**src/rtl/hsd_pkg.sv**
```systemverilog
package hsd_pkg;
  typedef struct packed {
    logic g, f, e, d, c, b, a;
  } seg7_t;

  typedef enum logic [2:0] {
    ST_IDLE, ST_HI, ST_LO, ST_LOAD, ST_DONE
  } tx_state_e;
endpackage

```
**src/rtl/hsd_hex7.sv**
```systemverilog
module hsd_hex7
  import hsd_pkg::*;
(
  input  logic [3:0] nib_i,
  output seg7_t      seg_o
);
  always_comb begin
    unique case (nib_i)
      4'h0: seg_o = 7'h3F;
      4'h1: seg_o = 7'h06;
      4'h2: seg_o = 7'h5B;
      4'h3: seg_o = 7'h4F;
      4'h4: seg_o = 7'h66;
      4'h5: seg_o = 7'h6D;
      4'h6: seg_o = 7'h7D;
      4'h7: seg_o = 7'h07;
      4'h8: seg_o = 7'h7F;
      4'h9: seg_o = 7'h6F;
      4'hA: seg_o = 7'h77;
      4'hB: seg_o = 7'h7C;
      4'hC: seg_o = 7'h39;
      4'hD: seg_o = 7'h5E;
      4'hE: seg_o = 7'h79;
      default: seg_o = 7'h71;
    endcase
  end
endmodule

```
**src/rtl/hsd_frame_pack.sv**
```systemverilog
module hsd_frame_pack
  import hsd_pkg::*;
#(
  parameter int NUM_DIGITS = 4,
  localparam int FRAME_BITS = 8 * NUM_DIGITS
) (
  input  logic [4*NUM_DIGITS-1:0] value_i,
  input  logic [NUM_DIGITS-1:0]   dp_i,
  output logic [FRAME_BITS-1:0]   frame_o
);
  seg7_t seg [NUM_DIGITS];

  // digit 0 lands in the top byte so it leaves first; per-digit order DP,E,D,C,B,A,F,G
  for (genvar gd = 0; gd < NUM_DIGITS; gd++) begin : g_digit
    hsd_hex7 u_hex7 (
      .nib_i (value_i[4*gd +: 4]),
      .seg_o (seg[gd])
    );
    assign frame_o[FRAME_BITS-1-8*gd -: 8] = {dp_i[gd], seg[gd].e, seg[gd].d, seg[gd].c,
                                              seg[gd].b, seg[gd].a, seg[gd].f, seg[gd].g};
  end
endmodule

```
**src/rtl/hsd_ser_tx.sv**
```systemverilog
module hsd_ser_tx
  import hsd_pkg::*;
#(
  parameter int FRAME_BITS = 32,
  parameter int HALF_CYC   = 67,
  parameter int LOAD_CYC   = 35
) (
  input  logic                  clk_i,
  input  logic                  rst_ni,
  input  logic                  start_i,
  input  logic [FRAME_BITS-1:0] frame_i,
  output logic                  ser_clk_o,
  output logic                  ser_data_o,
  output logic                  ser_load_o,
  output logic                  busy_o,
  output logic                  done_o
);
  localparam int MAX_CYC = (HALF_CYC > LOAD_CYC) ? HALF_CYC : LOAD_CYC;
  localparam int TW      = $clog2(MAX_CYC + 1);
  localparam int CW      = $clog2(FRAME_BITS);
  localparam logic [TW-1:0] HALF_M1 = TW'(HALF_CYC - 1);
  localparam logic [TW-1:0] LOAD_M1 = TW'(LOAD_CYC - 1);
  localparam logic [CW-1:0] LAST_BIT = CW'(FRAME_BITS - 1);

  tx_state_e             state_q;
  logic [TW-1:0]         tmr_q;
  logic [CW-1:0]         bit_q;
  logic [FRAME_BITS-1:0] shift_q;

  always_ff @(posedge clk_i or negedge rst_ni) begin
    if (!rst_ni) begin
      state_q <= ST_IDLE;
      tmr_q   <= '0;
      bit_q   <= '0;
      shift_q <= '0;
    end else begin
      unique case (state_q)
        ST_IDLE: if (start_i) begin
          shift_q <= frame_i;
          bit_q   <= '0;
          tmr_q   <= HALF_M1;
          state_q <= ST_HI;
        end
        ST_HI: if (tmr_q == '0) begin
          tmr_q   <= HALF_M1;
          state_q <= ST_LO;
        end else tmr_q <= tmr_q - 1'b1;
        ST_LO: if (tmr_q == '0) begin
          if (bit_q == LAST_BIT) begin
            tmr_q   <= LOAD_M1;
            state_q <= ST_LOAD;
          end else begin
            // rising edge: advance data
            shift_q <= {shift_q[FRAME_BITS-2:0], 1'b0};
            bit_q   <= bit_q + 1'b1;
            tmr_q   <= HALF_M1;
            state_q <= ST_HI;
          end
        end else tmr_q <= tmr_q - 1'b1;
        ST_LOAD: if (tmr_q == '0) state_q <= ST_DONE;
                 else tmr_q <= tmr_q - 1'b1;
        ST_DONE: state_q <= ST_IDLE;
        default: state_q <= ST_IDLE;
      endcase
    end
  end

  assign ser_clk_o  = (state_q != ST_LO);
  assign ser_data_o = shift_q[FRAME_BITS-1];
  assign ser_load_o = (state_q == ST_LOAD);
  assign busy_o     = (state_q != ST_IDLE);
  assign done_o     = (state_q == ST_DONE);
endmodule

```
**src/rtl/hex_serial_display_drv.sv**
```systemverilog
module hex_serial_display_drv #(
  parameter int NUM_DIGITS = 4,
  parameter int CLK_MHZ    = 200,
  parameter int SCLK_KHZ   = 1500,
  parameter int LOAD_NS    = 175
) (
  input  logic                    clk_i,
  input  logic                    rst_ni,
  input  logic                    start_i,
  input  logic [4*NUM_DIGITS-1:0] value_i,
  input  logic [NUM_DIGITS-1:0]   dp_i,
  output logic                    ser_clk_o,
  output logic                    ser_data_o,
  output logic                    ser_load_o,
  output logic                    busy_o,
  output logic                    done_o
);
  localparam int FRAME_BITS = 8 * NUM_DIGITS;
  localparam int HALF_CYC   = (CLK_MHZ * 1000 + 2 * SCLK_KHZ - 1) / (2 * SCLK_KHZ);
  localparam int LOAD_CYC   = (LOAD_NS * CLK_MHZ + 999) / 1000;

  logic [FRAME_BITS-1:0] frame;

  hsd_frame_pack #(.NUM_DIGITS(NUM_DIGITS)) u_pack (
    .value_i (value_i),
    .dp_i    (dp_i),
    .frame_o (frame)
  );

  hsd_ser_tx #(
    .FRAME_BITS (FRAME_BITS),
    .HALF_CYC   (HALF_CYC),
    .LOAD_CYC   (LOAD_CYC)
  ) u_tx (
    .clk_i      (clk_i),
    .rst_ni     (rst_ni),
    .start_i    (start_i),
    .frame_i    (frame),
    .ser_clk_o  (ser_clk_o),
    .ser_data_o (ser_data_o),
    .ser_load_o (ser_load_o),
    .busy_o     (busy_o),
    .done_o     (done_o)
  );
endmodule

```
**config.mk**
```make
export PLATFORM = sky130hd
export DESIGN_NAME = hex_serial_display_drv
export DESIGN_NICKNAME = d
export VERILOG_FILES = /design/src/rtl/hsd_pkg.sv /design/src/rtl/hsd_hex7.sv /design/src/rtl/hsd_frame_pack.sv /design/src/rtl/hsd_ser_tx.sv /design/src/rtl/hex_serial_display_drv.sv
export SDC_FILE = /design/constraint.sdc
export NUM_CORES = 1
export LEC_CHECK = 0
export ABC_CLOCK_PERIOD_IN_PS = 2700
export BUFFER_PORTS_ARGS = -buffer_cell sky130_fd_sc_hd__buf_2
export CORE_UTILIZATION = 26
export CTS_BUF_LIST = sky130_fd_sc_hd__clkbuf_8
export DETAILED_ROUTE_END_ITERATION = 7
export GPL_TIMING_DRIVEN = 0
export SYNTH_ARGS = -nofsm -noshare
export SYNTH_HDL_FRONTEND = slang
export SYNTH_SLANG_ARGS = --single-unit
```
**constraint.sdc**
```tcl
create_clock -name clk_i -period 2.7 [get_ports clk_i]
set_clock_uncertainty 0.1 [all_clocks]
set_input_delay 0.54 -clock clk_i [delete_from_list [all_inputs] [get_ports clk_i]]
set_output_delay 0.54 -clock clk_i [all_outputs]
set_load 0.05 [all_outputs]
```
==> run metrics, run 1 <==
# fillers=1356; routed vias/inst=4.98; Yosys warning total=0; area growth from synthesis to layout=13.4%; synth top area cells=dfrtp_1 35%, ha_1 12%, nor2_1 5.1%; area leader, netlist=dfrtp_1; number of synthesized flops with an enable pin=0; routed via count=2929; Die Area=13400 um^2; share of cells above drive strength 1=16.1%; hold slack=0.315 ns; Initial Util=26.7%; worst vdd ir=0.261 mV; post-synth cell types=58; NumNets Final=469; Mapped Nets=435; Critical Path Source Type=flop; critical path peak fanout=10; maxcap violations=0; number of detailed-route iterations in the first pass=5; r2r setup slk=0.14 ns; CTS Sinks=47; chip height=116 um; cts bufs inserted=5; DR iter-0 viols=202; RR Startpoint=u_tx.tmr_q[0]$_DFFE_PN0P_; sequential-to-total area share from yosys stat=34.9%; area of the mapped netlist=3370 um^2; Max-slew headroom=29.7%; worst-skew pair later-pin latency=0.30 ns; Sw Pwr=1.24 mW; top-count cell post-synth=dfrtp_1; R2R depth=9; share of the synthesized area in the top cell type=34.9%; # IOs=28; Net Sw Frac=42.1%; placement row count=41; Post-Syn Area per Cell=8.84 um^2; minimum clock period=2.56 ns; Port Buffers=26; Clk pwr share=15.0%; run status=finished, final reports clean; synthesized instance count=381; RSZ-0062 raised after global routing=false; Slew Viols, Final=0; CP endpoint kind=flop; Setup crit end=u_tx.shift_q[25]$_DFFE_PN0P_; largest net degree at the start of global routing=48; vias in the first global route=2923; PwrDens=769 nW/um^2; Yosys reg bits=47; r2r endpoint=u_tx.shift_q[25]$_DFFE_PN0P_; drt wl/cell=13.9 um; Final HPWL DP=6020 um; Post-synth top cells=47 x dfrtp_1, 46 x nor2_1, 37 x nand2_1; Critical Path AT=2.64 ns; Remaining DRCs=0; initial antenna violation count=0; crit share post-route=94.8%; WS Path Type=reg -> reg; antenna diode count=0; power share of the combinational group=43.1%; core area=12600 um^2; Chip Width=116 um; Hold Path Class=in -> async; Internal=1.70 mW; hold buffer count at cts=0; Detailed Route WL=8190 um; CTS tree=yes; Sequential Power Share=41.9%; first-pass GRT wire length=13800 um; f_max=0.391 GHz; Worst Max-Slew Pin Slew=1.05 ns; leak pwr=1.69 nW; aggregate global-route resource usage=13.0%; TNS Setup=0 ns; clk slew on worst S/H paths=0.10 ns; antenna viol nets, final=0; Clock Path Buffers=2; GRT overflow=0; WP data required=2.78 ns; Setup crit start=u_tx.tmr_q[0]$_DFFE_PN0P_; H-tree levels=2; Root Driver=clkbuf_8; # setup viols final=0; total design power=2.94 mW; Final Hold Fails=0; ys async rst share=100%; Placer Congestion=0.839; commonest register cell after synthesis=dfrtp_1
[power by group through the flow]
| stage | registers, mW | clock network, mW | logic, mW |
|---|---|---|---|
| 2_1_floorplan | 1.21 | 0 | 0.943 |
| 3_3_place_gp | 1.23 | 0 | 1.23 |
| 3_5_place_dp | 1.24 | 0 | 1.26 |
| 4_1_cts | 1.23 | 0.456 | 1.27 |
| 5_1_grt | 1.28 | 0.490 | 1.42 |
| 6_report | 1.23 | 0.441 | 1.27 |
[through the flow]
step	cell area [um^2]	util (%)	setup slack, ns	std cells
floorplan	3370	-	0.366	381
global placement	3710	29.4	-0.102	579
detailed placement	3710	29.4	-0.113	579
CTS	3810	30.2	0.0568	588
global route	3820	30.3	0.00450	588
finish	3820	30.3	0.142	588
[sequential cells by signal, summed over array words and instances, names as in the netlist]
signal        count
u_tx.tmr_q        7
u_tx.bit_q        5
u_tx.state_q      3
u_tx.shift_q     32
[worst max-delay path, cell delays in order (launching register included)]
cell and delay [ns]:
dfrtp_1 0.41, inv_1 0.10, ha_1 0.22, or4b_1 0.44
buf_4 0.19, o41a_1 0.33, buf_6 0.16, clkbuf_1 0.26
nand2_1 0.15, o21ai_0 0.08
[layout by cell type, fill, tap and decap left out, drive strengths merged, types with 2 or more instances in the layout]
| cell type | netlist | layout |
|---|---|---|
| a2111oi | 3 | 3 |
| a211oi | 14 | 14 |
| a21o | 4 | 4 |
| a21oi | 26 | 26 |
| a221oi | 8 | 8 |
| a311o | 4 | 4 |
| a31oi | 13 | 13 |
| and3 | 2 | 2 |
| and3b | 4 | 4 |
| buf | 6 | 33 |
| clkbuf | 20 | 25 |
| clkinv | 0 | 2 |
| dfrtp | 47 | 47 |
| ha | 31 | 31 |
| inv | 24 | 25 |
| mux2 | 9 | 9 |
| mux2i | 3 | 3 |
| mux4 | 4 | 4 |
| nand2 | 37 | 37 |
| nand2b | 2 | 2 |
| nand3 | 3 | 3 |
| nor2 | 46 | 46 |
| nor2b | 6 | 6 |
| nor3 | 11 | 11 |
| nor3b | 2 | 2 |
| o211ai | 4 | 4 |
| o21ai | 16 | 16 |
| o41ai | 2 | 2 |
| or2 | 2 | 2 |
| or3 | 3 | 3 |
| or3b | 2 | 2 |
| or4b | 2 | 2 |
| xnor2 | 2 | 2 |
[logic make-up after synthesis]
| logic type | Yosys count | synth area share [%] |
|---|---|---|
| buffers and inverters | 50 | 5.98 |
| muxes | 16 | 6.58 |
| AOI/OAI and AO/OA | 108 | 22.2 |
| DFF | 47 | 34.9 |
| xor gates and xnor gates | 3 | 0.780 |
| adders and majority gates | 31 | 11.5 |
| and+or+nand+nor | 126 | 18.0 |
[final cells by class]
cell class	instances	area [um^2]	area share [%]
multi-input cells	284	1990	52.1
flip-flops and latches	47	1180	30.8
well taps	172	215	5.63
repair buffers	27	138	3.60
plain buffers	26	119	3.11
inverters	24	90.1	2.36
clock buffers	5	68.8	1.80
clock inverters	3	22.5	0.590
[routing by layer]
layer,vias to the layer above,track usage (%),share of wire [%]
li1,1442,-,-
met2,64,21.3,48
met5,-,0,0
met1,1411,17.4,47
met3,12,1.78,3.8
met4,0,4.70,1.8
[how the worst min path moves through the flow]
stage,to,cells after the start,slack (ns),from
final,u_tx.tmr_q[3]$_DFFE_PN0P_,1,0.32,rst_ni
after floorplan,u_tx.bit_q[0]$_DFFE_PN0P_,0,0.14,rst_ni
after global placement,u_tx.shift_q[21]$_DFFE_PN0P_,1,0.36,u_tx.shift_q[21]$_DFFE_PN0P_
after CTS,u_tx.shift_q[22]$_DFFE_PN0P_,1,0.36,rst_ni
after global routing,u_tx.shift_q[7]$_DFFE_PN0P_,3,0.40,dp_i[3]
after detailed placement,u_tx.bit_q[4]$_DFFE_PN0P_,2,0.37,u_tx.bit_q[4]$_DFFE_PN0P_
[repair_timing]
item	in CTS	in global routing
buffers inserted	1	0
gates resized for setup	2	8
setup endpoints to repair	1	26
pin swaps	1	0
Note: power is estimated with default switching activity, not from simulation.
==> inputs of run 2 (changes only) <==
Settings changed: BUFFER_PORTS_ARGS -buffer_cell sky130_fd_sc_hd__buf_2 to not set, DONT_BUFFER_PORTS set to 1, RECOVER_POWER set to 100, SLEW_MARGIN set to 10.
==> run 2 against run 1 <==
Compared with the run above: routed wire length up 0.33%; maximum frequency down 0.88%; utilization down 0.89 points; register-to-register slack worse by 0.02 ns; final area down 2.9%; count of clock-buffer cells in the layout unchanged; critical path depth down 1; sequential power about the same; flip-flop and latch count unchanged; combinational power down 6%; critical path type unchanged; critical endpoint is now u_tx.shift_q[0]$_DFFE_PN0P_; highest routed layer unchanged.
==> run metrics, run 2 (synthesis gave the netlist of run 1 again) <==
commonest non-fill, non-tap cell in the layout=dfrtp_1; cts bufs inserted=5 (unchanged); minimum clock period=2.58 ns (+0.0227 ns); Hold Path Origin=dp_i[2]; Final Hold Fails=0 (unchanged); aggregate global-route resource usage=13.0% (+0.047 points); total design power=2.91 mW (-0.90%); most frequent cells in the layout=47 x dfrtp_1, 45 x nor2_1, 37 x nand2_1, 31 x ha_1, 26 x a21oi_1; hold slack=0.273 ns (-0.0423 ns); Final HPWL DP=5950 um (-1.2%); core area=12600 um^2 (unchanged); CP endpoint kind=flop; Slew Viols, Final=0 (unchanged); Remaining DRCs=0 (unchanged); CTS tree=yes; f_max=0.387 GHz (-0.88%); Initial Util=26.7% (unchanged); Setup crit start=u_tx.tmr_q[0]$_DFFE_PN0P_; number of flip-flops in the largest register=32 (unchanged); Detailed Route WL=8220 um (+0.33%); delay-heaviest family, CP=buffers and inverters; Placer Congestion=0.807 (-3.8%); Port Buffers=0 (-100%); Multi-input gate area=1990 um^2 (+0.13%); GRT overflow=0 (unchanged); Root Driver=clkbuf_8; Max-slew headroom=19.9% (-9.8 points); # fillers=1347 (-0.66%); vias in the first global route=2905 (-0.62%); clk slew on worst S/H paths=0.10 ns (about the same); placement row count=41 (unchanged); top flop regs=u_tx.shift_q x32, u_tx.tmr_q x7, u_tx.bit_q x5; Top reg by flops=u_tx.shift_q; Chip Width=116 um (unchanged); largest net degree at the start of global routing=48 (unchanged); worst setup margin=0.119 ns (-0.0227 ns); Clock Path Buffers=2 (unchanged); Util after Layout=29.4% (-0.89 points); WS Path Type=reg -> reg; antenna viol nets, final=0 (unchanged); chip height=116 um (unchanged); leak pwr=1.59 nW (-5.6%); CP max stage delay=0.47 ns (+0.03 ns); NumNets Final=445 (-5.1%); area growth from synthesis to layout=10.1%; worst-skew pair later-pin latency=0.31 ns (about the same); register area=1180 um^2 (unchanged); WP data required=2.80 ns (+0.02 ns); Worst Max-Slew Pin Slew=1.20 ns (+0.146 ns); first-pass GRT wire length=13800 um (+0.35%); Hold Path Class=in -> reg; Die Area=13400 um^2 (unchanged); DR iter-0 viols=213 (+5.4%); RR Startpoint=u_tx.tmr_q[0]$_DFFE_PN0P_; routed via count=2846 (-2.8%); number of detailed-route iterations in the first pass=4 (-1); CTS Sinks=47 (unchanged); Critical Path AT=2.68 ns (+0.04 ns); initial antenna violation count=0 (unchanged); worst vdd ir=0.271 mV (+3.8%); final non-filler cell total=564 (-4.1%); crit share post-route=95.6% (+0.84 points); antenna diode count=0 (unchanged); run status=finished, final reports clean; routed vias/inst=5.05 (+1.3%); Crit-path slowest cell=or4b_1; PwrDens=785 nW/um^2 (+2.1%); Setup WS pre-CTS=-0.0942 ns (+0.0190 ns); Critical path buffers and inverters=4 (unchanged); maxcap violations=0 (unchanged); critical path peak fanout=10 (unchanged); Critical Path Source Type=flop; drt wl/cell=14.6 um (+4.6%); # IOs=28 (unchanged); H-tree levels=2 (unchanged); share of cells above drive strength 1=10.7% (-5.4 points); CP cell instances=inv_1, ha_1, or4b_1, buf_4, o41a_1, buf_6, clkbuf_2, a22o_1; RSZ-0062 raised after global routing=false; # setup viols final=0 (unchanged); dpl cells=553 (-4.5%)
-- run 2: what timing repair did --
action,CTS,global route
hold buffers,2,0
setup buffers,1,0
setup endpoints to repair,8,33
gates resized for setup,2,13
hold endpoints to repair,47,0
pin swaps,1,0
-- run 2: final timing paths --
| kind | end | slack, ns | cells past startpoint |
|---|---|---|---|
| worst max-delay path | u_tx.shift_q[0]$_DFFE_PN0P_ | 0.12 | 8 |
| worst min-delay path | u_tx.shift_q[15]$_DFFE_PN0P_ | 0.27 | 2 |
| worst max register to register | u_tx.shift_q[0]$_DFFE_PN0P_ | 0.12 | 8 |
| worst min register to register | u_tx.bit_q[4]$_DFFE_PN0P_ | 0.38 | 2 |
| max in group asynchronous | u_tx.shift_q[13]$_DFFE_PN0P_ | 0.86 | 2 |
| min in group asynchronous | u_tx.shift_q[31]$_DFFE_PN0P_ | 0.92 | 2 |
-- run 2: metal layers --
metal | share of wire [%] | vias up | GRT usage [%]
met5 | 0 | - | 0
met4 | 1.4 | 0 | 3.42
met3 | 4.7 | 8 | 2.77
met2 | 47 | 48 | 22.2
met1 | 47 | 1408 | 16.7
li1 | - | 1382 | -
-- run 2: final cells by class --
| type | count | area share, % |
|---|---|---|
| plain buffers | 26 | 3.27 |
| well taps | 172 | 5.80 |
| multi-input cells | 284 | 53.8 |
| inverters | 24 | 2.43 |
| clock inverters | 3 | 0.540 |
| repair buffers | 3 | 0.607 |
| clock buffers | 5 | 1.86 |
| flip-flops and latches | 47 | 31.7 |
-- run 2: through the flow --
step | instance area [um^2] | TNS (ns)
detailed placement | 3580 | -0.330
finish | 3710 | 0
global placement | 3580 | -0.112
global route | 3710 | 0
CTS | 3720 | 0
floorplan | 3370 | 0
-- run 2: power breakdown --
part           leakage (nW)  internal [mW]  switching (mW)
Combinational          1.02          0.477           0.728
Sequential            0.531           1.02           0.245
Clock                0.0460          0.183           0.263
Total                  1.59           1.67            1.24
==> inputs of run 3 (changes only) <==
Settings changed: SYNTH_HIERARCHICAL set to 1.
==> run 3 against run 2 <==
Compared with the run above: count of clock-buffer cells in the layout is the same; final area up 13%; utilization shrank 0.47 points; sequential power is essentially flat; power increased by 10%; combinational power is 29% higher; global-route usage decreased by 3.0 points; first-iteration DRC count is 53% lower; maximum frequency grew 0.16%; routed wire length decreased by 10%; largest power group is now combinational logic.
==> run metrics, run 3 <==
run status=finished, final reports clean; CTS Sinks=47 (unchanged); Top Usage Layer GRT=met2; placement row count=44 (+7.3%); Remaining DRCs=0 (unchanged); # fillers=1517 (+13%); Initial Util=26.6% (-0.081 points); antenna viol nets, final=0 (unchanged); number of detailed-route iterations in the first pass=4 (unchanged); Post-Syn Area per Cell=11.1 um^2 (+26%); Port Buffers=0 (unchanged); Util after Layout=28.9% (-0.47 points); WS Path Type=reg -> reg; Setup WS pre-CTS=-0.0261 ns (+0.0681 ns); M2 GR Usage=16.7% (-5.6 points); Root Driver=clkbuf_8; drt wl/cell=13.6 um (-6.3%); register area=1180 um^2 (unchanged); chip height=124 um (+7.0%); synthesized instance count=347 (-8.9%); cts bufs inserted=5 (unchanged); number of flip-flops in the largest register=32 (unchanged); area of the mapped netlist=3870 um^2 (+15%); first-pass GRT wire length=12400 um (-10%); initial antenna violation count=0 (unchanged); Slew Viols, Final=0 (unchanged); met1 Resource Use GR=13.4% (-3.2 points); commonest non-fill, non-tap cell in the layout=dfrtp_1; Worst Max-Slew Pin Slew=1.20 ns (-0.00495 ns); Critical Path AT=2.65 ns (-0.03 ns); antenna diode count=0 (unchanged); CP endpoint kind=flop; crit share post-route=95.4% (-0.15 points); H-tree levels=2 (unchanged); leak pwr=1.80 nW (+13%); NumNets Final=411 (-7.6%); Placer Congestion=0.887 (+9.9%); commonest register cell after synthesis=dfrtp_1; post-synth cell types=58 (unchanged); critical path peak fanout=10 (unchanged); synth top area cells=dfrtp_1 30%, mux2_2 13%, mux2_4 12%; clk slew on worst S/H paths=0.08 ns (-0.02 ns); Post-synth top cells=47 x dfrtp_1, 44 x mux2_2, 32 x ha_1; routed vias/inst=4.77 (-5.5%); Clock Path Buffers=2 (unchanged); Yosys reg bits=47 (unchanged); share of the synthesized area in the top cell type=30.4% (-4.5 points); area growth from synthesis to layout=8.64%; Die Area=15400 um^2 (+15%); ys async rst share=100% (unchanged); number of synthesized flops with an enable pin=0 (unchanged); final non-filler cell total=540 (-4.3%); routed via count=2574 (-9.6%); total design power=3.21 mW (+10%); GR Layer Usage met3=1.97% (-0.80 points); maxcap violations=0 (unchanged); Yosys warning total=6 (+6); PwrDens=765 nW/um^2 (-2.6%); dpl cells=531 (-4.0%); top-count cell post-synth=dfrtp_1; CTS tree=yes; sequential-to-total area share from yosys stat=30.4% (-4.5 points); TNS Setup=0 ns (unchanged); share of cells above drive strength 1=32.6% (+22 points); Final HPWL DP=5410 um (-9.0%); f_max=0.388 GHz (+0.16%); core area=14500 um^2 (+15%); Detailed Route WL=7370 um (-10%); DR iter-0 viols=100 (-53%); worst vdd ir=0.472 mV (+74%); WP data required=2.77 ns (-0.03 ns); area leader, netlist=dfrtp_1; Chip Width=124 um (+7.0%); minimum clock period=2.58 ns (-0.00410 ns); Multi-input gate area=2400 um^2 (+21%); Final Hold Fails=0 (unchanged); worst setup margin=0.123 ns (+0.00410 ns); top flop regs=u_tx/shift_q x32, u_tx/tmr_q x7, u_tx/bit_q x5; most frequent cells in the layout=47 x dfrtp_1, 44 x mux2_2, 31 x ha_1, 31 x mux2_4, 25 x inv_1; # setup viols final=0 (unchanged); Top reg by flops=u_tx/shift_q; largest net degree at the start of global routing=48 (unchanged); worst-skew pair later-pin latency=0.29 ns (-0.02 ns); Critical Path Source Type=flop; Hold Path Class=reg -> reg; Mapped Nets=402 (-7.6%); GRT overflow=0 (unchanged); aggregate global-route resource usage=10.0% (-3.0 points); RSZ-0062 raised after global routing=false; # IOs=28 (unchanged); vias in the first global route=2622 (-9.7%); Max-slew headroom=20.3% (+0.33 points)
## run 3: worst max-delay path, cell delays in order, from the launching register on
cell and delay (ns):
dfrtp_1 0.42, ha_1 0.22, and3_1 0.19, ha_2 0.20, or4bb_4 0.55, nor2_4 0.11
o21a_4 0.20, buf_12 0.16, mux2_4 0.30
## run 3: logic make-up after synthesis
| logic type | synth area share, % |
|---|---|
| muxes | 30.1 |
| buffers and inverters | 7.67 |
| and+or+nand+nor | 10.7 |
| xor gates and xnor gates | 0.227 |
| DFF | 30.4 |
| AOI/OAI and AO/OA | 10.6 |
| adders and majority gates | 10.4 |
## run 3: cell type report
type | instances | area share (%)
multi-input combinational | 251 | 57.2
sequential | 47 | 28.0
tap | 184 | 5.48
buffer | 22 | 4.41
inverter | 26 | 2.38
clock buffer | 5 | 1.64
timing repair buffer | 3 | 0.536
clock inverter | 2 | 0.328
## run 3: report_power, final
group	internal (mW)	switching [mW]
registers	1.01	0.244
clock network	0.178	0.233
logic	0.884	0.670
## run 3: worst paths after layout
check,cells past startpoint,start,end,slack (ns)
worst min register to register,1,u_tx/shift_q[25]$_DFFE_PN0P_,u_tx/shift_q[25]$_DFFE_PN0P_,0.41
min in group asynchronous,2,rst_ni,u_tx/tmr_q[6]$_DFFE_PN0P_,0.96
worst max register to register,8,u_tx/bit_q[0]$_DFFE_PN0P_,u_tx/shift_q[24]$_DFFE_PN0P_,0.12
max in group asynchronous,2,rst_ni,u_tx/tmr_q[1]$_DFFE_PN0P_,0.82
worst max-delay path,8,u_tx/bit_q[0]$_DFFE_PN0P_,u_tx/shift_q[24]$_DFFE_PN0P_,0.12
worst min-delay path,1,u_tx/shift_q[25]$_DFFE_PN0P_,u_tx/shift_q[25]$_DFFE_PN0P_,0.41
## run 3: metal layers
metal / vias up / wire length (um)
met4: 0 / 72
met2: 45 / 3510
li1: 1263 / -
met3: 6 / 302
met5: - / 0
met1: 1260 / 3480
## run 3: what timing repair did
item                                    in CTS  in global routing
gates resized for setup                      2                  1
buffers inserted                             0                  1
hold buffers                                 2                  0
pin swaps                                    0                  0
endpoints found under the setup margin      31                 29
gates cloned                                 0                  0
hold endpoints to repair                    47                  0
## run 3: stage by stage
stage	instance area [um^2]	hold slack (ns)
3_3_place_gp	4100	0.146
6_report	4200	0.408
5_1_grt	4200	0.425
4_1_cts	4220	0.412
2_1_floorplan	3870	0.144
3_5_place_dp	4100	0.146
